`src/rtl/lenc_pkg.sv`:
```
package lenc_pkg;

    typedef enum logic [1:0] {
        LC_NRZ   = 2'd0,
        LC_NRZI  = 2'd1,
        LC_MANCH = 2'd2
    } lcode_e;

    // Command from the cell sequencer to the line shaper
    typedef struct packed {
        logic   go;     // a cell starts and carries bit_v
        logic   idle;   // a cell starts and nothing is sent
        logic   bit_v;  // bit carried by the starting cell
        lcode_e code;   // coding in force for the cell
    } cell_cmd_t;

    function automatic lcode_e decode_mode(logic [1:0] m);
        case (m)
            2'd1:    return LC_NRZI;
            2'd2:    return LC_MANCH;
            default: return LC_NRZ;
        endcase
    endfunction

    function automatic logic preamble_bit(lcode_e c, logic odd);
        return (c == LC_NRZI) ? 1'b0 : ~odd;
    endfunction

endpackage

```
`src/rtl/lenc_seq.sv`:
```
module lenc_seq
    import lenc_pkg::*;
#(
    parameter int PRE_CELLS = 16
) (
    input  logic       clk,
    input  logic       rst,
    input  logic [1:0] mode_i,
    input  logic       preamble_req_i,
    input  logic       cell_tick_i,
    input  logic       bit_i,
    input  logic       bit_valid_i,
    output logic       bit_ready_o,
    output cell_cmd_t  cmd_o
);
    localparam int CW = $clog2(PRE_CELLS + 1);

    logic          active_q;
    lcode_e        mode_q;
    logic [CW-1:0] pre_left_q;
    logic          pre_odd_q;

    lcode_e        mode_eff;
    logic          start_pre;
    logic          in_pre;
    logic          odd_cur;
    logic [CW-1:0] pre_base;

    always_comb begin
        mode_eff    = active_q ? mode_q : decode_mode(mode_i);
        start_pre   = cell_tick_i & ~active_q & preamble_req_i;
        in_pre      = (pre_left_q != '0) | start_pre;
        odd_cur     = start_pre ? 1'b0 : pre_odd_q;
        pre_base    = start_pre ? CW'(PRE_CELLS) : pre_left_q;
        bit_ready_o = cell_tick_i & ~in_pre;
        cmd_o.code  = mode_eff;
        cmd_o.go    = cell_tick_i & (in_pre | bit_valid_i);
        cmd_o.idle  = cell_tick_i & ~in_pre & ~bit_valid_i;
        cmd_o.bit_v = in_pre ? preamble_bit(mode_eff, odd_cur) : bit_i;
    end

    always_ff @(posedge clk) begin
        if (rst) begin
            active_q   <= 1'b0;
            mode_q     <= LC_NRZ;
            pre_left_q <= '0;
            pre_odd_q  <= 1'b0;
        end else begin
            mode_q <= mode_eff;
            if (cell_tick_i) begin
                active_q <= cmd_o.go;
                if (in_pre) begin
                    pre_left_q <= pre_base - CW'(1);
                    pre_odd_q  <= ~odd_cur;
                end
            end
        end
    end

    // ready only in a cell-start cycle
    a_r8_ready_on_tick: assert property (@(posedge clk) disable iff (rst)
        bit_ready_o |-> cell_tick_i);

    // no data accepted while preamble cells remain
    a_r5_no_ready_in_preamble: assert property (@(posedge clk) disable iff (rst)
        (pre_left_q != '0) |-> !bit_ready_o);

endmodule

```
`src/rtl/lenc_shaper.sv`:
```
module lenc_shaper
    import lenc_pkg::*;
(
    input  logic      clk,
    input  logic      rst,
    input  cell_cmd_t cmd_i,
    input  logic      mid_tick_i,
    output logic      line_o
);
    logic line_q;
    logic cur_q;
    logic manch_q;

    always_ff @(posedge clk) begin
        if (rst) begin
            line_q  <= 1'b1;
            cur_q   <= 1'b0;
            manch_q <= 1'b0;
        end else if (cmd_i.go) begin
            cur_q   <= cmd_i.bit_v;
            manch_q <= (cmd_i.code == LC_MANCH);
            if (cmd_i.code == LC_NRZI)
                line_q <= cmd_i.bit_v ? line_q : ~line_q;
            else
                line_q <= cmd_i.bit_v;
        end else if (cmd_i.idle) begin
            line_q  <= 1'b1;
            manch_q <= 1'b0;
        end else if (mid_tick_i && manch_q) begin
            line_q <= ~cur_q;
        end
    end

    assign line_o = line_q;

    // an idle cell parks the line high
    a_r1_idle_mark: assert property (@(posedge clk) disable iff (rst)
        cmd_i.idle |=> line_o);

    // NRZ cell level equals its bit
    a_r2_nrz_level: assert property (@(posedge clk) disable iff (rst)
        (cmd_i.go && cmd_i.code == LC_NRZ) |=> (line_o == $past(cmd_i.bit_v)));

    // NRZI one keeps the level
    a_r3_nrzi_one_holds: assert property (@(posedge clk) disable iff (rst)
        (cmd_i.go && cmd_i.code == LC_NRZI && cmd_i.bit_v) |=> $stable(line_o));

    // Manchester first half equals the bit
    a_r4_manch_first_half: assert property (@(posedge clk) disable iff (rst)
        (cmd_i.go && cmd_i.code == LC_MANCH) |=> (line_o == $past(cmd_i.bit_v)));

endmodule

```
`src/rtl/line_encoder.sv`:
```
module line_encoder
    import lenc_pkg::*;
#(
    parameter int PRE_CELLS = 16
) (
    input  logic       clk,
    input  logic       rst,
    input  logic [1:0] mode_i,
    input  logic       preamble_req_i,
    input  logic       cell_tick_i,
    input  logic       mid_tick_i,
    input  logic       bit_i,
    input  logic       bit_valid_i,
    output logic       bit_ready_o,
    output logic       line_o
);
    cell_cmd_t cmd;

    lenc_seq #(.PRE_CELLS(PRE_CELLS)) u_seq (
        .clk            (clk),
        .rst            (rst),
        .mode_i         (mode_i),
        .preamble_req_i (preamble_req_i),
        .cell_tick_i    (cell_tick_i),
        .bit_i          (bit_i),
        .bit_valid_i    (bit_valid_i),
        .bit_ready_o    (bit_ready_o),
        .cmd_o          (cmd)
    );

    lenc_shaper u_shape (
        .clk        (clk),
        .rst        (rst),
        .cmd_i      (cmd),
        .mid_tick_i (mid_tick_i),
        .line_o     (line_o)
    );

endmodule

```
`config.mk`:
```
export PLATFORM = sky130hd
export DESIGN_NAME = line_encoder
export DESIGN_NICKNAME = d
export VERILOG_FILES = /design/src/rtl/lenc_pkg.sv /design/src/rtl/lenc_seq.sv /design/src/rtl/lenc_shaper.sv /design/src/rtl/line_encoder.sv
export SDC_FILE = /design/constraint.sdc
export NUM_CORES = 1
export LEC_CHECK = 0
export ABC_CLOCK_PERIOD_IN_PS = 5300
export BUFFER_PORTS_ARGS = -buffer_cell sky130_fd_sc_hd__buf_2
export CELL_PAD_IN_SITES_DETAIL_PLACEMENT = 1
export CELL_PAD_IN_SITES_GLOBAL_PLACEMENT = 1
export CORE_MARGIN = 1
export CORE_UTILIZATION = 41
export CTS_CLUSTER_DIAMETER = 120
export DETAILED_ROUTE_END_ITERATION = 6
export MAX_ROUTING_LAYER = met4
export PLACE_DENSITY_LB_ADDON = 0.1
export SLEW_MARGIN = 20
export SYNTH_ARGS = -nofsm -noshare
export SYNTH_HDL_FRONTEND = slang
export SYNTH_SLANG_ARGS = --single-unit
```
`constraint.sdc`:
```
create_clock -name clk -period 5.3 [get_ports clk]
set_clock_uncertainty 0.15 [all_clocks]
set_input_delay 0 -clock clk [delete_from_list [all_inputs] [get_ports clk]]
set_output_delay 0 -clock clk [all_outputs]
set_load 0.01 [all_outputs]
```
==> results.json <==
{
  "cp-start-kind": "flip-flop",
  "synthTopCellsByCount": "dfxtp_1 (12), nand2_1 (10), nor2_1 (9)",
  "setup_violations": 0,
  "antenna_found_initial": 0,
  "drc_errors": 0,
  "ys_seq_elements": 12,
  "synth-async-reset-ratio": 0,
  "io_pins": 11,
  "rsz0062_at_grt": "false",
  "total_power_uw": 277,
  "routedWlPerCell_um": 16.2,
  "synth_fp_nets": 94,
  "status": "completed",
  "rows": 14,
  "ys_types": 33,
  "place_congestion": 0.814,
  "cp_cell_sequence": "or3b_2 > dlygate4sd3_1 > a21oi_1 > dlygate4sd3_1",
  "clk_pin_slew_worst_paths_ns": 0.09,
  "fin_crit_ns": 2.32,
  "grt-ovfl-total": 0,
  "drtAntennaViolNets": 0,
  "cts_hold_buf": 7,
  "synth_top_area_cell": "dfxtp_1",
  "synth_area_leaders": "dfxtp_1 (36%), a21oi_1 (6.0%), nand2_1 (5.6%)",
  "grt_max_degree": 13,
  "hp-class": "in -> reg",
  "top_usage_layer": "met2",
  "grt_pass1_vias": 722,
  "cts_tree": "done",
  "clkSinkCount": 12,
  "worst_pin_slew_ns": 0.591,
  "grt_pass1_wl_um": 3320,
  "track_usage": 0.261,
  "fin_crit_sh": 0.437,
  "initial_core_util": 0.440,
  "cts_root_buffer": "clkbuf_4",
  "portBuffers": 10,
  "num_vias": 703,
  "path_delay_family": "buffers and inverters",
  "p_leak_uw": 0.000328,
  "fmax_mhz": 432,
  "use_met1": 0.286,
  "cts_max_path_buffers": 2,
  "synth_edf_count": 0,
  "arrival_ns": 2.40,
  "first_iter_violations": 15,
  "synth.most_common_cell": "dfxtp_1",
  "synth_top_flop_cell": "dfxtp_1",
  "cts_buffers": 3,
  "clk_latency_ns": 0.29,
  "required_ns": 5.38,
  "drt_wl_total_um": 1930,
  "insertedDiodeCount": 0,
  "nets": 114,
  "cap_violations": 0,
  "use_met2": 0.428,
  "end_kind": "flip-flop",
  "syn_avg_cell_area_um2": 7.98,
  "dr.pass1.iters": 4,
  "slew_violations": 0,
  "use_met3": 0.0560,
  "viasPerCell": 5.91,
  "die_y_um": 42.4,
  "dieWidth_um": 42.4,
  "dp_hpwl_um": 1350,
  "yosysTopAreaCellShare": 0.358,
  "post_cts_buffers": 0,
  "cts_max_level": 1,
  "drive_above_1_share": 0.184,
  "p_per_area_nw_per_um2": 330,
  "ys_seq_area_frac": 0.358,
  "syn_to_final_growth_pct": 25.2,
  "ir_worst_vdd_mv": 0.157,
  "crit_type": "reg -> reg",
  "yosys_warnings": 0,
  "cp_slowest_stage_delay_ns": 0.57,
  "cp_common_cell": "dlygate4sd3_1",
  "dieArea_um2": 1800,
  "tns_ns": 0,
  "synth_area_um2": 671,
  "hold_violations": 0,
  "cp_max_fo": 7,
  "cts_resized": 0,
  "cp_num_buf_inv": 2,
  "synthCells": 84,
  "final_core_util": 0.551,
  "crit_slowest_cell": "dlygate4sd3_1",
  "relSlewSlack": 0.603,
  "coreArea_um2": 1520
}
-- worst min-delay path, cell delays in order --
cell and delay (ns):
buf_2 0.11, nand3_1 0.07, o41a_1 0.16, o211ai_2 0.09
-- cell usage in the layout, fill, tap and decap left out, types with 2 or more instances in the layout --
master and count:
o21ai_0 6, nor3_1 2, a31oi_1 3, a21oi_1 8, clkbuf_4 3, nor2_1 9
dfxtp_1 12, nand2b_1 2, a211oi_1 2, o21a_1 2, buf_2 10, dlygate4sd3_1 7
nand2_1 10, inv_1 4, o41a_1 2
-- cells by family (layout without fill, tap and decap cells) --
family	Yosys count	in the layout	synth area share
fa+ha+maj	1	1	0.0187
simple gates	34	34	0.274
buf+inv	6	25	0.0336
flops	12	12	0.358
compound gates	31	31	0.315
-- report_power, final --
group          switching, µW  total, µW  internal, µW  leakage (µW)
clock network           36.8       78.6          41.8     0.0000210
registers               13.0        114           101     0.0000990
logic                   46.3       83.9          37.6      0.000208
total                   96.1        277           181      0.000328
-- worst paths after layout --
kind              cells past startpoint  slack (ns)         endpoint           start
setup / recovery                      4        2.98  u_seq.mode_q[1]  u_seq.active_q
hold / removal                        4        0.03   u_shape.line_o           bit_i
setup reg to reg                      4        2.98  u_seq.mode_q[1]  u_seq.active_q
hold reg to reg                       2        0.35    u_shape.cur_q   u_shape.cur_q
-- sequential cells by signal, summed over array words and instances (netlist names) --
| register | count |
|---|---|
| u_seq.pre_left_q | 5 |
| u_seq.mode_q | 2 |
| u_seq.pre_odd_q | 1 |
| u_seq.active_q | 1 |
| u_shape.cur_q | 1 |
| u_shape.manch_q | 1 |
| u_shape.line_o | 1 |
-- metrics by stage --
| stage | area [µm²] | worst slack, ns | hold slack [ns] | instances |
|---|---|---|---|---|
| floorplan | 671 | 3.60 | 0.00806 | 84 |
| global placement | 733 | 3.52 | 0.143 | 108 |
| detailed placement | 733 | 3.43 | 0.164 | 108 |
| CTS | 840 | 3.01 | 0.0337 | 119 |
| global route | 840 | 2.89 | 0.0531 | 119 |
| finish | 840 | 2.98 | 0.0306 | 119 |
-- cell type report --
| class | count | area, µm² |
|---|---|---|
| inverters | 4 | 15.0 |
| flip-flops and latches | 12 | 240 |
| well taps | 16 | 20.0 |
| repair buffers | 17 | 120 |
| clock buffers | 4 | 36.3 |
| multi-input cells | 66 | 408 |
| fillers | 192 | 684 |
-- per-layer routing --
layer | vias to the layer above | wire length (µm)
li1 | 355 | -
met1 | 328 | 862
met2 | 12 | 959
met3 | 8 | 46
met4 | 0 | 63
met5 | - | 0
No activity file was read; power rests on OpenSTA's default activity.
